### src/rtl/ecp_host_pkg.sv
package ecp_host_pkg;
  typedef enum logic [2:0] {
    ST_TURN_FWD,
    ST_F_IDLE,
    ST_F_SETUP,
    ST_F_STROBE,
    ST_REQ_REV,
    ST_R_IDLE,
    ST_R_ACK
  } link_state_e;
endpackage

### src/rtl/ecp_sync.sv
module ecp_sync #(
  parameter int W = 1,
  parameter int STAGES = 2,
  parameter logic [W-1:0] RST_VAL = '0
) (
  input  logic         clk,
  input  logic         rst_n,
  input  logic [W-1:0] d,
  output logic [W-1:0] q
);
  logic [W-1:0] stg [STAGES];

  for (genvar i = 0; i < STAGES; i++) begin : g_stage
    if (i == 0) begin : g_first
      always_ff @(posedge clk or negedge rst_n)
        if (!rst_n) stg[i] <= RST_VAL;
        else        stg[i] <= d;
    end else begin : g_next
      always_ff @(posedge clk or negedge rst_n)
        if (!rst_n) stg[i] <= RST_VAL;
        else        stg[i] <= stg[i-1];
    end
  end

  assign q = stg[STAGES-1];
endmodule

### src/rtl/ecp_stall_timer.sv
module ecp_stall_timer #(
  parameter int CNT_W = 16
) (
  input  logic             clk,
  input  logic             rst_n,
  input  logic             run,
  input  logic             restart,
  input  logic [CNT_W-1:0] limit,
  output logic             expired
);
  logic [CNT_W-1:0] cnt_q;

  // Fires in the limit-th consecutive cycle spent in one waiting state.
  assign expired = run && (limit != '0) && (cnt_q == limit - 1'b1);

  always_ff @(posedge clk or negedge rst_n)
    if (!rst_n)                          cnt_q <= '0;
    else if (!run || restart || expired) cnt_q <= '0;
    else                                 cnt_q <= cnt_q + 1'b1;
endmodule

### src/rtl/ecp_link_fsm.sv
module ecp_link_fsm
  import ecp_host_pkg::*;
#(
  parameter int DW = 8
) (
  input  logic          clk,
  input  logic          rst_n,
  input  logic          dir_rev_i,
  input  logic          tx_valid_i,
  output logic          tx_ready_o,
  input  logic [DW-1:0] tx_data_i,
  input  logic          tx_cmd_i,
  output logic          rx_valid_o,
  input  logic          rx_ready_i,
  output logic [DW-1:0] rx_data_o,
  output logic          rx_cmd_o,
  input  logic [DW-1:0] data_s,
  input  logic          pvalid_s,
  input  logic          pflag_s,
  input  logic          conf_s,
  input  logic          expired_i,
  output logic          wait_run_o,
  output logic          wait_restart_o,
  output logic          stall_err_o,
  output logic [DW-1:0] cab_data_o,
  output logic          cab_data_oe_o,
  output logic          fwd_strobe_o,
  output logic          host_reply_o,
  output logic          rev_req_o
);
  link_state_e  state_q, state_d;
  logic [DW-1:0] tx_q, rx_q;
  logic          cmd_q, rx_cmd_q, rx_valid_q, err_q;
  logic          tx_take, rx_take;

  assign tx_ready_o = (state_q == ST_F_IDLE) && !dir_rev_i;
  assign tx_take    = tx_valid_i && tx_ready_o;
  assign rx_take    = (state_q == ST_R_IDLE) && dir_rev_i && !pvalid_s && !rx_valid_q;

  always_comb begin
    state_d = state_q;
    unique case (state_q)
      ST_TURN_FWD: if (conf_s) state_d = ST_F_IDLE;
      ST_F_IDLE: begin
        if (dir_rev_i)    state_d = ST_REQ_REV;
        else if (tx_take) state_d = ST_F_SETUP;
      end
      ST_F_SETUP:  if (!pflag_s) state_d = ST_F_STROBE;
      ST_F_STROBE: if (pflag_s)  state_d = ST_F_IDLE;
      ST_REQ_REV:  if (!conf_s)  state_d = ST_R_IDLE;
      ST_R_IDLE: begin
        if (!dir_rev_i)   state_d = ST_TURN_FWD;
        else if (rx_take) state_d = ST_R_ACK;
      end
      ST_R_ACK:    if (pvalid_s) state_d = ST_R_IDLE;
      default:     state_d = ST_TURN_FWD;
    endcase
    if (expired_i && state_q != ST_TURN_FWD) state_d = ST_TURN_FWD;
  end

  always_ff @(posedge clk or negedge rst_n) begin
    if (!rst_n) begin
      state_q    <= ST_TURN_FWD;
      tx_q       <= '0;
      cmd_q      <= 1'b0;
      rx_q       <= '0;
      rx_cmd_q   <= 1'b0;
      rx_valid_q <= 1'b0;
      err_q      <= 1'b0;
    end else begin
      state_q <= state_d;
      if (tx_take) begin
        tx_q  <= tx_data_i;
        cmd_q <= tx_cmd_i;
      end
      if (rx_take) begin
        rx_q       <= data_s;
        rx_cmd_q   <= !pflag_s;
        rx_valid_q <= 1'b1;
      end else if (rx_valid_q && rx_ready_i) begin
        rx_valid_q <= 1'b0;
      end
      if (expired_i) err_q <= 1'b1;
    end
  end

  always_comb begin
    unique case (state_q)
      ST_TURN_FWD, ST_F_IDLE:  host_reply_o = 1'b1;
      ST_F_SETUP, ST_F_STROBE: host_reply_o = !cmd_q;
      ST_R_ACK:                host_reply_o = 1'b1;
      default:                 host_reply_o = 1'b0;
    endcase
  end

  assign wait_run_o     = (state_q == ST_TURN_FWD) || (state_q == ST_F_SETUP) ||
                          (state_q == ST_F_STROBE) || (state_q == ST_REQ_REV) ||
                          (state_q == ST_R_ACK);
  assign wait_restart_o = (state_d != state_q);
  assign fwd_strobe_o   = (state_q != ST_F_STROBE);
  assign cab_data_oe_o  = (state_q == ST_F_IDLE) || (state_q == ST_F_SETUP) ||
                          (state_q == ST_F_STROBE);
  assign rev_req_o      = !((state_q == ST_REQ_REV) || (state_q == ST_R_IDLE) ||
                            (state_q == ST_R_ACK));
  assign cab_data_o     = tx_q;
  assign rx_data_o      = rx_q;
  assign rx_cmd_o       = rx_cmd_q;
  assign rx_valid_o     = rx_valid_q;
  assign stall_err_o    = err_q;

  // Bus enable only turns on after a forward confirmation was sampled.
  assert_oe_after_conf_R2: assert property (@(posedge clk) disable iff (!rst_n)
    $rose(cab_data_oe_o) |-> $past(conf_s));

  // Strobe falls only after the peripheral showed not-busy.
  assert_strobe_after_idle_R3: assert property (@(posedge clk) disable iff (!rst_n)
    $fell(fwd_strobe_o) |-> !$past(pflag_s));

  // Data lines hold while the strobe stays low.
  assert_data_stable_R3: assert property (@(posedge clk) disable iff (!rst_n)
    (!fwd_strobe_o && $past(!fwd_strobe_o)) |-> $stable(cab_data_o));

  // Reverse acknowledge rises only after the peripheral strobe was low.
  assert_reply_after_valid_R7: assert property (@(posedge clk) disable iff (!rst_n)
    ($rose(host_reply_o) && !rev_req_o) |-> !$past(pvalid_s));

  // A waiting received byte is held until taken.
  assert_rx_hold_R9: assert property (@(posedge clk) disable iff (!rst_n)
    (rx_valid_o && !rx_ready_i) |=> (rx_valid_o && $stable(rx_data_o)));
endmodule

### src/rtl/ecp_host_link.sv
module ecp_host_link #(
  parameter int DW = 8,
  parameter int SYNC_STAGES = 2,
  parameter int TMO_W = 16
) (
  input  logic             clk,
  input  logic             rst_n,
  input  logic             dir_rev_i,
  input  logic             tx_valid_i,
  output logic             tx_ready_o,
  input  logic [DW-1:0]    tx_data_i,
  input  logic             tx_cmd_i,
  output logic             rx_valid_o,
  input  logic             rx_ready_i,
  output logic [DW-1:0]    rx_data_o,
  output logic             rx_cmd_o,
  input  logic [TMO_W-1:0] stall_limit_i,
  output logic             stall_err_o,
  output logic [DW-1:0]    cab_data_o,
  output logic             cab_data_oe_o,
  input  logic [DW-1:0]    cab_data_i,
  output logic             fwd_strobe_o,
  output logic             host_reply_o,
  output logic             rev_req_o,
  input  logic             peer_valid_i,
  input  logic             peer_flag_i,
  input  logic             dir_conf_i
);
  localparam int IN_W = DW + 3;
  localparam logic [IN_W-1:0] SYNC_RST = {1'b0, 2'b11, {DW{1'b0}}};

  logic [IN_W-1:0] raw_in, syn_in;
  logic            run, restart, expired;

  assign raw_in = {dir_conf_i, peer_flag_i, peer_valid_i, cab_data_i};

  ecp_sync #(.W(IN_W), .STAGES(SYNC_STAGES), .RST_VAL(SYNC_RST)) u_sync (
    .clk(clk), .rst_n(rst_n), .d(raw_in), .q(syn_in)
  );

  ecp_stall_timer #(.CNT_W(TMO_W)) u_timer (
    .clk(clk), .rst_n(rst_n), .run(run), .restart(restart),
    .limit(stall_limit_i), .expired(expired)
  );

  ecp_link_fsm #(.DW(DW)) u_fsm (
    .clk(clk), .rst_n(rst_n), .dir_rev_i(dir_rev_i),
    .tx_valid_i(tx_valid_i), .tx_ready_o(tx_ready_o),
    .tx_data_i(tx_data_i), .tx_cmd_i(tx_cmd_i),
    .rx_valid_o(rx_valid_o), .rx_ready_i(rx_ready_i),
    .rx_data_o(rx_data_o), .rx_cmd_o(rx_cmd_o),
    .data_s(syn_in[DW-1:0]), .pvalid_s(syn_in[DW]),
    .pflag_s(syn_in[DW+1]), .conf_s(syn_in[DW+2]),
    .expired_i(expired), .wait_run_o(run), .wait_restart_o(restart),
    .stall_err_o(stall_err_o), .cab_data_o(cab_data_o),
    .cab_data_oe_o(cab_data_oe_o), .fwd_strobe_o(fwd_strobe_o),
    .host_reply_o(host_reply_o), .rev_req_o(rev_req_o)
  );
endmodule

### config.mk
export PLATFORM = sky130hd
export DESIGN_NAME = ecp_host_link
export DESIGN_NICKNAME = d
export VERILOG_FILES = /design/src/rtl/ecp_host_pkg.sv /design/src/rtl/ecp_sync.sv /design/src/rtl/ecp_stall_timer.sv /design/src/rtl/ecp_link_fsm.sv /design/src/rtl/ecp_host_link.sv
export SDC_FILE = /design/constraint.sdc
export NUM_CORES = 1
export LEC_CHECK = 0
export BUFFER_PORTS_ARGS = -buffer_cell sky130_fd_sc_hd__buf_2
export CAP_MARGIN = 10
export CORE_MARGIN = 2
export CORE_UTILIZATION = 33
export CTS_CLUSTER_SIZE = 20
export DETAILED_ROUTE_END_ITERATION = 6
export SETUP_SLACK_MARGIN = 0.15
export SYNTH_ARGS = -nofsm -noshare
export SYNTH_HDL_FRONTEND = slang
export SYNTH_HIERARCHICAL = 1
export SYNTH_SLANG_ARGS = --single-unit
### constraint.sdc
create_clock -name clk -period 3.9 [get_ports clk]
set_input_delay 0.39 -clock clk [delete_from_list [all_inputs] [get_ports clk]]
set_output_delay 0.39 -clock clk [all_outputs]
set_load 0.03 [all_outputs]
# Yosys cells after proc, flatten, opt, wreduce, memory -nomap -nowiden
# Cells that the tools add are included.
[op_classes] n_eq_ne=9 mux=15 n_reduce_logical=32 add_sub_neg=2
[op_table] op="2-to-1 mux 3 bit" count=10
[op_table] op="case mux 3 bit (7 select lines)" count=1
[op_table] op="adder 16 x 1 -> 16 bit, second input constant" count=1
[op_table] op="equality test 16 bit" count=1
[op_table] op="2-to-1 mux 16 bit" count=1
[op_table] op="nonzero test 16 bit" count=1
[op_table] op="subtractor 16 x 1 -> 16 bit, second input constant" count=1
[op_table] op="logical OR 1 bit" count=10
[op_table] op="equality test 3 bit, second input constant" count=3
[op_table] op="logical AND 1 bit" count=9
[op_table] op="logical NOT 1 bit" count=7
[op_table] op="equality test 3 x 2 -> 1 bit, second input constant" count=2
[op_table] op="equality test 3 x 1 -> 1 bit, second input constant" count=1
[op_table] op="logical NOT 3 bit" count=1
[op_table] op="!= test 3 x 2 -> 1 bit, second input constant" count=1
[op_table] op="!= test 3 bit" count=1
[op_table] op="nonzero test 3 bit" count=1
[op_table] op="OR reduction 3 bit" count=1
[op_table] op="2-to-1 mux 1 bit" count=2
[op_table] op="case mux 1 bit (2 select lines)" count=1
[op_table] op="nonzero test 2 bit" count=1
[op_table] op="OR reduction 2 bit" count=1
[word_totals] ff_bits=61 input_bits=41

# Depth between registers and ports, before layout
# Gate-level depths: netlist of the first run.
[logic_depth] ltp_word=13 depth_mapped=18 ltp_nobuf=15

# Cells and area by module
# Netlist of the first run, hierarchy kept.
[by_module_without_submodules] mod="ecp_stall_timer" seq_area_each_um2=400.4 instances=1 cells_each=186 area_per_inst_um2=1587.8
[by_module_without_submodules] mod="ecp_link_fsm" seq_area_each_um2=575.6 instances=1 cells_each=110 area_per_inst_um2=1088.5
[by_module_without_submodules] mod="ecp_sync" seq_area_each_um2=555.5 instances=1 cells_each=33 area_per_inst_um2=638.1

# Worst setup path after synthesis of the first run
# Ideal clock, no wire load.
[synth_path] path_type="in2reg" startpoint="input port stall_limit_i[2]" endpoint="register u_timer.cnt_q[10]" path_buffers=4 stages=17 t_arrival_ps=3932 path_slack_ps=-105 setup_ps=73 path_cell_list="buf_6 or4_4 or4b_4 buf_6 or3_1 a31oi_2 a311oi_4 and2_1 a21oi_1 nand3_1 a22o_1 a211o_1 nor2b_1 clkbuf_1 clkbuf_1 nand2_1 a21oi_2"
[synth_via] elab_chain_len=9 elab_cells_between_ends=11
[synth_lines] element="from (decl)" line_no="ecp_host_link.sv:17" text="input logic [TMO_W-1:0] stall_limit_i,"
[synth_lines] element="subtractor 16 x 1 -> 16 bit or nonzero test 16 bit (tied branches)" line_no="ecp_stall_timer.sv:14" text="assign expired = run && (limit != '0) && (cnt_q == limit - 1'b1);"
[synth_lines] element="equality test 16 bit or logical AND 1 bit (tied branches)" line_no="ecp_stall_timer.sv:14"
[synth_lines] element="logical AND 1 bit (*)" line_no="ecp_stall_timer.sv:14"
[synth_lines] element="net expired" line_no="ecp_host_link.sv:33" text="logic run, restart, expired;"
[synth_lines] element="logical AND 1 bit (*)" line_no="ecp_link_fsm.sv:58" text="if (expired_i && state_q != ST_TURN_FWD) state_d = ST_TURN_FWD;"
[synth_lines] element="2-to-1 mux 3 bit (*)" line_no="ecp_link_fsm.sv:58"
[synth_lines] element="!= test 3 bit (*)" line_no="ecp_link_fsm.sv:99" text="assign wait_restart_o = (state_d != state_q);"
[synth_lines] element="net restart" line_no="ecp_host_link.sv:33"
[synth_lines] element="logical OR 1 bit (*) (2 in a row)" line_no="ecp_stall_timer.sv:18" text="else if (!run || restart || expired) cnt_q <= '0;"
[synth_lines] element="2-to-1 mux 16 bit (*)" line_no="ecp_stall_timer.sv:18"
[synth_lines] element="to (signal assigned)" line_no="ecp_stall_timer.sv:19" text="else cnt_q <= cnt_q + 1'b1;"
[synth_lines] element="to (decl)" line_no="ecp_stall_timer.sv:11" text="logic [CNT_W-1:0] cnt_q;"
# The timed path passes the listed nets; every way through them passes the cells marked *.
# A chain may end at the register's enable or synchronous reset.

# Worst setup path in the final report of the first run
[layout_path] startpoint="input port stall_limit_i[6]" endpoint="register u_timer.cnt_q[12]"
# Same word-level chain as after synthesis.

==> flow_summary_export.csv, run 1 <==
group,metric,value,unit
outcome,status,"complete, no violations",
synth,synth_ff_type,"dfrtp_1",
layout,nFillCells,1001,
grt,grt-ovfl-total,0,
synth,syn_nets,373,
critical_path,critical_path_class,"input pin to flip-flop",
sta,setup_viol_count_final,0,
critical_path,crit_arrival,3.73,ns
sta,rsz0062_at_grt,"no",
floorplanning,die_w,104,um
placed_design,place.gp.congestion,0.861,
synth,async_reset_ff_share,100,%
sta,skew,0.00654,ns
power_and_ir_drop,cellPowerDensity,583,nW/um2
cts,holdBufCountCts,0,
synth,seq_area_frac_synth,46.2,%
layout,final_common_cell,"buf_2",
detailed_routing,post_drt_wl_per_cell,13.2,um
detailed_routing,ant_nets,0,
critical_path,worstPathRequired,4.16,ns
floorplanning,die_y,104,um
sta,max_clock_freq,288,MHz
detailed_routing,drt_iter0_drc,94,
cts,cts_tree,"yes",
detailed_routing,drc,0,
cts,postCtsSetupBuffers,0,
floorplanning,core,9770,um2
sta,worst_slack,0.425,ns
detailed_routing,drt_first_pass_iters,4,
grt,grt_pass1_wl,11800,um
detailed_routing,routed_wl,6900,um
flow_run,drv_cap,0,
placed_design,place_hpwl,5170,um
layout,nets,428,
critical_path,crit_top_cell,"a21oi_2",
critical_path,cp-start-kind,"input pin",
power_and_ir_drop,total_power,2.29,mW
sta,hold_violations,0,
power_and_ir_drop,irDropWorstVdd,0.277,mV
critical_path,cp_max_fo,16,
sta,relSlewSlack,44.1,%
placed_design,pre_cts_ws,0.0974,ns
layout,antenna_cells,0,
detailed_routing,vias,2495,
cts,cts_resized,0,
placed_design,io_buffers,64,
cts,cts.clk_slew.worst_paths,0.06,ns
critical_path,critPathTopFamily,"simple AND/OR/NAND/NOR gates",
floorplanning,ios,65,
cts,cts_num_sinks,61,
sta,fin_crit_sh,89.1,%
grt,grt_pass1_vias,2426,
critical_path,path_buf_inv,2,
detailed_routing,via_per_inst,4.78,
power_and_ir_drop,leakagePower,1.73,nW
cts,htreeDepth,3,
layout,drive_gt1_share,33.2,%
floorplanning,row_count,36,
critical_path,cp_slowest_cell,"or4b_4",
synth,syn_inst,329,
sta,period_needed,3.47,ns
synth,synth_cell_types,57,
synth,avgSynthCellArea,10.1,um2
grt,grtUsageTotal,13.6,%
floorplanning,dieArea,10900,um2
cts,cts_root_buf,"clkbuf_8",
critical_path,end_kind,"flip-flop",
critical_path,worstPathCellList,"buf_2 > or4_4 > or4b_4 > or3_1 > a31oi_2 > a311oi_4 > and2_4 > a21oi_2 > nand3_1 > a22o_1 > a211o_1 > nor2b_1 > buf_4 > nand2_1 > a21oi_2",
synth,yosysWarnings,6,
cts,cts_max_path_buffers,2,
synth,synth_edf_count,0,
grt,grt_max_degree,38,
sta,setup_tns,0,ns
critical_path,slowest_delay,0.59,ns
layout,mostFrequentLayoutCells,"64 x buf_2, 57 x nand2_1, 57 x dfrtp_1",
cts,insertion_delay,0.33,ns
synth,ys_ff_latch,61,
layout,area_growth,18.4,%
grt,antenna_found_initial,0,
sta,tightest_slew,0.839,ns
hold_path,hold_path.class,"input pin to flip-flop",
synth,netlist_area,3310,um2
cts,numCtsBuffers,9,
floorplanning,start_util,33.9,%
sta,maxSlewViolCount,0,
worst reg2reg max path: stages (launching register included):
cell,delay [ns]
dfrtp_1,0.32
buf_4,0.19
inv_1,0.10
o21ai_0,0.34
nand3_1,0.13
or4_1,0.58
a2111oi_4,0.32
and2_4,0.24
a21oi_1,0.07
a211o_1,0.31
nor2b_1,0.11
buf_4,0.21
nand2_1,0.09
a21oi_2,0.10
kinds of logic (layout without fill, tap and decap cells):
family / after synthesis / count (layout) / share of synthesized area, %
compound gates: 55 / 55 / 13.0
buf+inv: 36 / 96 / 6.42
xor+xnor: 32 / 32 / 8.87
simple gates: 132 / 132 / 21.0
mux: 10 / 10 / 3.36
fa+ha+maj: 3 / 3 / 1.13
flops: 61 / 61 / 46.2
flip-flops by register name (all words and copies together) (netlist names):
register,flops
u_fsm/cmd_q,1
u_sync/stg,11
u_sync/q,11
u_fsm/rx_data_o,8
u_fsm/rx_cmd_o,1
u_fsm/cab_data_o,8
u_fsm/state_q,3
u_fsm/rx_valid_o,1
u_timer/cnt_q,16
u_fsm/stall_err_o,1
synth_stat cells, types with 6 or more instances:
| master | n | share of area, % |
|---|---|---|
| o21ai_0 | 13 | 2.0 |
| nand2b_1 | 6 | 1.1 |
| mux2_2 | 9 | 3.1 |
| a21oi_2 | 10 | 2.6 |
| nor3_1 | 7 | 1.1 |
| clkbuf_1 | 7 | 0.79 |
| a21oi_1 | 11 | 1.7 |
| xnor2_1 | 18 | 4.8 |
| nand3_1 | 14 | 2.1 |
| buf_4 | 13 | 2.9 |
| xor2_1 | 13 | 3.4 |
| nand2_1 | 57 | 6.5 |
| inv_1 | 11 | 1.2 |
| nor2_1 | 15 | 1.7 |
| dfrtp_1 | 57 | 43 |
layout make-up:
| type | instances | area, um2 | area share (%) |
|---|---|---|---|
| Tap cell | 133 | 166 | 4.24 |
| Clock inverter | 4 | 95.1 | 2.42 |
| Clock buffer | 12 | 155 | 3.95 |
| Sequential cell | 61 | 1530 | 39.0 |
| Multi-Input combinational cell | 232 | 1580 | 40.2 |
| Inverter | 11 | 41.3 | 1.05 |
| Timing Repair Buffer | 69 | 358 | 9.12 |
layer usage:
layer	up-vias	routed length, um	global-route usage, %
met1	1189	3200	18.0
li1	1235	-	-
met2	64	3240	21.5
met5	-	0	0
met3	7	380	3.76
met4	0	77	4.54
where the power goes:
group	leakage (nW)	internal (mW)	switching, mW	total [mW]
Sequential	0.765	0.754	0.0948	0.849
Clock	0.127	0.459	0.238	0.696
Combinational	0.841	0.262	0.482	0.744
final timing paths:
path,endpoint,slack (ns),startpoint,depth (start not counted)
worst min-delay path,u_sync/stg[19]$_DFF_PN1_,0.16,peer_valid_i,1
worst max register to register,u_timer/cnt_q[12]$_DFF_PN0_,0.74,u_fsm/state_q[1]$_DFF_PN0_,13
worst min register to register,u_sync/q[10]$_DFF_PN0_,0.35,u_sync/stg[21]$_DFF_PN0_,0
worst max-delay path,u_timer/cnt_q[12]$_DFF_PN0_,0.43,stall_limit_i[6],15
min in group asynchronous,u_fsm/state_q[2]$_DFF_PN0_,0.17,rst_n,1
max in group asynchronous,u_sync/stg[19]$_DFF_PN1_,2.85,rst_n,2
stage by stage:
stage          utilization [%]  hold WS (ns)  std cells  instance area (um2)
4_1_cts                   40.1         0.134        522                 3920
3_3_place_gp              37.6         0.332        506                 3670
5_1_grt                   40.1         0.132        522                 3920
6_report                  40.1         0.161        522                 3920
3_5_place_dp              37.6         0.335        506                 3670
2_1_floorplan                -        0.0944        329                 3330
(Power assumes the default switching activity.)
==> run 2, diff against run 1 <==
--- a/config.mk
+++ b/config.mk
@@ -9,6 +9,7 @@
 export CAP_MARGIN = 10
 export CORE_MARGIN = 2
 export CORE_UTILIZATION = 33
+export CTS_BUF_LIST = sky130_fd_sc_hd__clkbuf_16
 export CTS_CLUSTER_SIZE = 20
 export DETAILED_ROUTE_END_ITERATION = 6
 export SETUP_SLACK_MARGIN = 0.15
==> run 2 against run 1 <==
  * Setup slack worse by 0.012 ns
  * Sequential power hardly changed
  * Sequential share of layout area is 0.79 points lower
  * Register-to-register slack hardly changed
  * Fmax is 0.34% lower
  * Cell count stayed put
  * Design area is 2.1% higher
  * First-iteration DRC count is 5.3% higher
  * Critical path depth stayed put
  * Core utilization is 0.83 points higher
==> flow_summary_export.csv, run 2 (same netlist as run 1, synthesis figures left out) <==
group,metric,value,unit
sta,hold_violations,0,
cts,cts.clk_slew.worst_paths,0.05,ns
layout,antenna_cells,0,
layout,design_area,4010,um2
layout,nets,428,
placed_design,place.gp.congestion,0.861,
sta,skew,0.00389,ns
cts,numCtsBuffers,9,
grt,grt_pass1_vias,2416,
cts,insertion_delay,0.32,ns
floorplanning,dieArea,10900,um2
cts,cts_tree,"yes",
layout,largest_reg_flops,16,
hold_path,hold_path.class,"input pin to asynchronous set/reset pin",
sta,setup_viol_count_final,0,
floorplanning,start_util,33.9,%
sta,relSlewSlack,44.8,%
sta,tightest_slew,0.828,ns
critical_path,crit_arrival,3.73,ns
sta,max_clock_freq,287,MHz
power_and_ir_drop,irDropWorstVdd,0.337,mV
placed_design,place_hpwl,5170,um
floorplanning,core,9770,um2
detailed_routing,drt_first_pass_iters,5,
critical_path,end_kind,"flip-flop",
grt,grt_max_degree,38,
cts,htreeDepth,3,
critical_path,worstPathCellList,"buf_2 > or4_4 > or4b_4 > or3_1 > a31oi_2 > a311oi_4 > and2_4 > a21oi_2 > nand3_1 > a22o_1 > a211o_1 > nor2b_1 > buf_4 > nand2_1 > a21oi_1",
sta,maxSlewViolCount,0,
detailed_routing,vias,2512,
critical_path,cp_slowest_cell,"or4b_4",
layout,regMostFlops,"u_timer/cnt_q",
power_and_ir_drop,cellPowerDensity,616,nW/um2
grt,grt_pass1_wl,11800,um
cts,holdBufCountCts,0,
critical_path,slowest_delay,0.59,ns
critical_path,worstPathRequired,4.14,ns
grt,antenna_found_initial,0,
cts,cts_max_path_buffers,2,
detailed_routing,via_per_inst,4.81,
cts,cts_resized,0,
critical_path,cp-start-kind,"input pin",
detailed_routing,ant_nets,0,
sta,fin_crit_sh,89.4,%
sta,rsz0062_at_grt,"no",
layout,final_common_cell,"buf_2",
floorplanning,ios,65,
layout,mostFrequentLayoutCells,"64 x buf_2, 57 x nand2_1, 57 x dfrtp_1",
detailed_routing,drt_iter0_drc,99,
detailed_routing,post_drt_wl_per_cell,13.3,um
grt,grt-ovfl-total,0,
floorplanning,row_count,36,
cts,postCtsSetupBuffers,0,
placed_design,io_buffers,64,
cts,cts_root_buf,"clkbuf_16",
sta,setup_tns,0,ns
critical_path,cp_max_fo,16,
critical_path,critical_path_class,"input pin to flip-flop",
floorplanning,die_w,104,um
layout,drive_gt1_share,32.6,%
power_and_ir_drop,leakagePower,1.77,nW
power_and_ir_drop,total_power,2.47,mW
detailed_routing,routed_wl,6930,um
placed_design,place_area,3670,um2
sta,period_needed,3.49,ns
outcome,status,"complete, no violations",
detailed_routing,drc,0,
sta,hold_ws,0.168,ns
floorplanning,die_y,104,um
grt,grtUsageTotal,13.7,%
flow_run,drv_cap,0,
layout,area_growth,20.8,%
cts,cts_num_sinks,61,
[run 2: layout make-up]
type                    count  area [um2]
clock buffers               9         225
fillers                   986        5770
clock inverters             7         106
flip-flops and latches     61        1530
well taps                 133         166
repair buffers             69         358
inverters                  11        41.3
multi-input cells         232        1580
[run 2: report_power, final]
group | internal, mW | switching (mW)
Clock | 0.615 | 0.259
Sequential | 0.755 | 0.0946
Combinational | 0.262 | 0.483
Total | 1.63 | 0.836
[run 2: worst max-delay path, delay by kind of cell]
kind                   cells  cell delay [ns]
AOI/OAI and AO/OA          6             0.99
and+or+nand+nor            7             2.01
buffers and inverters      2             0.35
[run 2: path summary, 6_finish.rpt]
path	slack, ns	to	cells past startpoint	startpoint
max in group asynchronous	2.85	u_sync/stg[19]$_DFF_PN1_	2	rst_n
min in group clk	0.17	u_sync/stg[19]$_DFF_PN1_	1	peer_valid_i
hold / removal	0.17	u_sync/stg[21]$_DFF_PN0_	1	rst_n
hold reg to reg	0.34	u_sync/q[5]$_DFF_PN0_	0	u_sync/stg[16]$_DFF_PN0_
setup reg to reg	0.75	u_timer/cnt_q[4]$_DFF_PN0_	13	u_fsm/state_q[1]$_DFF_PN0_
setup / recovery	0.41	u_timer/cnt_q[4]$_DFF_PN0_	15	stall_limit_i[6]
[run 2: stage by stage]
stage | utilization (%) | setup slack (ns) | cells
2_1_floorplan | - | 0.165 | 329
3_3_place_gp | 37.6 | 0.171 | 506
3_5_place_dp | 37.6 | 0.0974 | 506
4_1_cts | 41.0 | 0.423 | 522
5_1_grt | 41.0 | 0.256 | 522
6_report | 41.0 | 0.413 | 522
[run 2: metal layers]
metal / up-vias / GRT usage [%] / part of all wire [%]
met2: 68 / 21.2 / 47
li1: 1240 / - / -
met5: - / 0 / 0
met1: 1196 / 18.1 / 46
met3: 8 / 4.51 / 6.0
met4: 0 / 4.54 / 1.4
==> run 3, diff against run 2 <==
--- a/config.mk
+++ b/config.mk
@@ -12,6 +12,7 @@
 export CTS_BUF_LIST = sky130_fd_sc_hd__clkbuf_16
 export CTS_CLUSTER_SIZE = 20
 export DETAILED_ROUTE_END_ITERATION = 6
+export PLACE_DENSITY = 0.51
 export SETUP_SLACK_MARGIN = 0.15
 export SYNTH_ARGS = -nofsm -noshare
 export SYNTH_HDL_FRONTEND = slang
==> constraint.sdc (replaced) <==
create_clock -name clk -period 3.9 [get_ports clk]
set_input_delay 0.39 -clock clk [delete_from_list [all_inputs] [get_ports clk]]
set_output_delay 0.39 -clock clk [all_outputs]
set_load 0.01 [all_outputs]
==> run 3 against run 2 <==
  * Count of clock-buffer cells in the layout is the same
  * Clock power is 11% higher
  * Register-to-register slack improved by 0.03 ns
==> flow_summary_export.csv, run 3 (same netlist as run 1, synthesis figures left out) <==
group,metric,value,unit
outcome,status,"complete, no violations",
placed_design,place_area,3670,um2
critical_path,cp-start-kind,"input pin",
hold_path,hold_path.class,"input pin to asynchronous set/reset pin",
cts,cts_num_sinks,61,
cts,cts_max_path_buffers,2,
detailed_routing,post_drt_wl_per_cell,13.8,um
sta,period_needed,3.48,ns
floorplanning,die_y,104,um
cts,holdBufCountCts,0,
placed_design,place_inst,506,
sta,hold_violations,0,
floorplanning,start_util,33.9,%
grt,grt_max_degree,32,
sta,relSlewSlack,52.8,%
layout,largest_reg_flops,16,
sta,tightest_slew,0.709,ns
power_and_ir_drop,clkPwrFrac,40.5,%
cts,htreeDepth,3,
grt,antenna_found_initial,0,
floorplanning,dieArea,10900,um2
floorplanning,ios,65,
grt,met2_usage,21.7,%
layout,nets,428,
sta,skew,0.00846,ns
detailed_routing,vias,2495,
detailed_routing,via_per_inst,4.78,
power_and_ir_drop,leakagePower,1.78,nW
grt,grtUsageTotal,13.7,%
critical_path,crit_arrival,3.72,ns
cts,cts_resized,0,
critical_path,ff2ff_path_depth,13,
power_and_ir_drop,internal_power,1.71,mW
placed_design,place_hpwl,5240,um
flow_run,drv_cap,0,
grt,use_met1,17.8,%
placed_design,io_buffers,64,
power_and_ir_drop,cellPowerDensity,595,nW/um2
cts,postCtsSetupBuffers,0,
detailed_routing,ant_nets,0,
layout,area_growth,22.0,%
placed_design,place.gp.congestion,0.874,
sta,setup_tns,0,ns
detailed_routing,drt_iter0_drc,124,
sta,fin_crit_sh,89.2,%
sta,worst_slack,0.421,ns
floorplanning,row_count,36,
grt,busiest_layer,"met2",
cts,numCtsBuffers,9,
critical_path,critical_path_class,"input pin to flip-flop",
layout,fin_cells,522,
sta,rsz0062_at_grt,"no",
grt,grt_use_met3,3.63,%
critical_path,worstPathRequired,4.14,ns
power_and_ir_drop,irDropWorstVdd,0.342,mV
power_and_ir_drop,comb_power_share,24.1,%
layout,drive_gt1_share,33.4,%
grt,grt_pass1_vias,2496,
grt,grt_pass1_wl,12000,um
cts,cts.clk_slew.worst_paths,0.05,ns
critical_path,end_kind,"flip-flop",
critical_path,r2r_slack,0.78,ns
layout,final_common_cell,"buf_2",
sta,setup_viol_count_final,0,
layout,mostFrequentLayoutCells,"64 x buf_2, 57 x nand2_1, 57 x dfrtp_1",
grt,grt-ovfl-total,0,
floorplanning,core,9770,um2
sta,hold_ws,0.119,ns
detailed_routing,routed_wl,7200,um
sta,maxSlewViolCount,0,
layout,design_area,4040,um2
placed_design,pre_cts_ws,0.104,ns
power_and_ir_drop,p_seq_share,35.5,%
floorplanning,die_w,104,um
critical_path,cp_max_fo,16,
power_and_ir_drop,netSwitchingFraction,29.1,%
layout,regMostFlops,"u_timer/cnt_q",
cts,cts_root_buf,"clkbuf_16",
cts,insertion_delay,0.32,ns
detailed_routing,drc,0,
cts,cts_tree,"yes",
power_and_ir_drop,p_switching,0.702,mW
detailed_routing,drt_first_pass_iters,4,
layout,antenna_cells,0,
sta,max_clock_freq,287,MHz
[run 3: layer usage]
layer / share of wire, % / wire (um) / vias up
met4: 1.8 / 131 / 0
li1: - / - / 1241
met5: 0 / 0 / -
met1: 48 / 3450 / 1182
met2: 45 / 3250 / 60
met3: 5.1 / 366 / 12
[run 3: metrics by stage]
stage          total power [mW]  utilization [%]
2_1_floorplan              1.24                -
6_report                   2.41             41.4
3_3_place_gp               1.45             37.6
5_1_grt                    2.54             41.4
3_5_place_dp               1.45             37.6
4_1_cts                    2.44             41.4
[run 3: final timing paths]
kind                                       startpoint                          end
setup reg to reg           u_fsm/state_q[1]$_DFF_PN0_   u_timer/cnt_q[4]$_DFF_PN0_
max in group asynchronous                       rst_n  u_timer/cnt_q[10]$_DFF_PN0_
hold reg to reg              u_sync/stg[18]$_DFF_PN0_        u_sync/q[7]$_DFF_PN0_
min in group clk                          peer_flag_i     u_sync/stg[20]$_DFF_PN1_
setup / recovery                     stall_limit_i[6]   u_timer/cnt_q[4]$_DFF_PN0_
hold / removal                                  rst_n   u_timer/cnt_q[4]$_DFF_PN0_
[run 3: power groups by stage]
stage / Clock, mW / Sequential, mW / Combinational [mW]
after CTS: 0.994 / 0.854 / 0.588
final: 0.974 / 0.854 / 0.579
after floorplan: 0 / 0.870 / 0.372
after global routing: 1.03 / 0.874 / 0.643
after global placement: 0 / 0.862 / 0.585
after detailed placement: 0 / 0.860 / 0.586
[run 3: final cells by class]
type / count / area [um2]
flip-flops and latches: 61 / 1530
fillers: 994 / 5730
repair buffers: 69 / 358
well taps: 133 / 166
clock buffers: 9 / 225
inverters: 11 / 41.3
multi-input cells: 232 / 1580
clock inverters: 7 / 145
[run 3: critical path: stages]
cell and delay (ns):
buf_2 0.13, or4_4 0.56, or4b_4 0.59, or3_1 0.38
a31oi_2 0.19, a311oi_4 0.06, and2_4 0.20, a21oi_2 0.15
nand3_1 0.09, a22o_1 0.18, a211o_1 0.26, nor2b_1 0.10
buf_4 0.21, nand2_1 0.08, a21oi_1 0.14
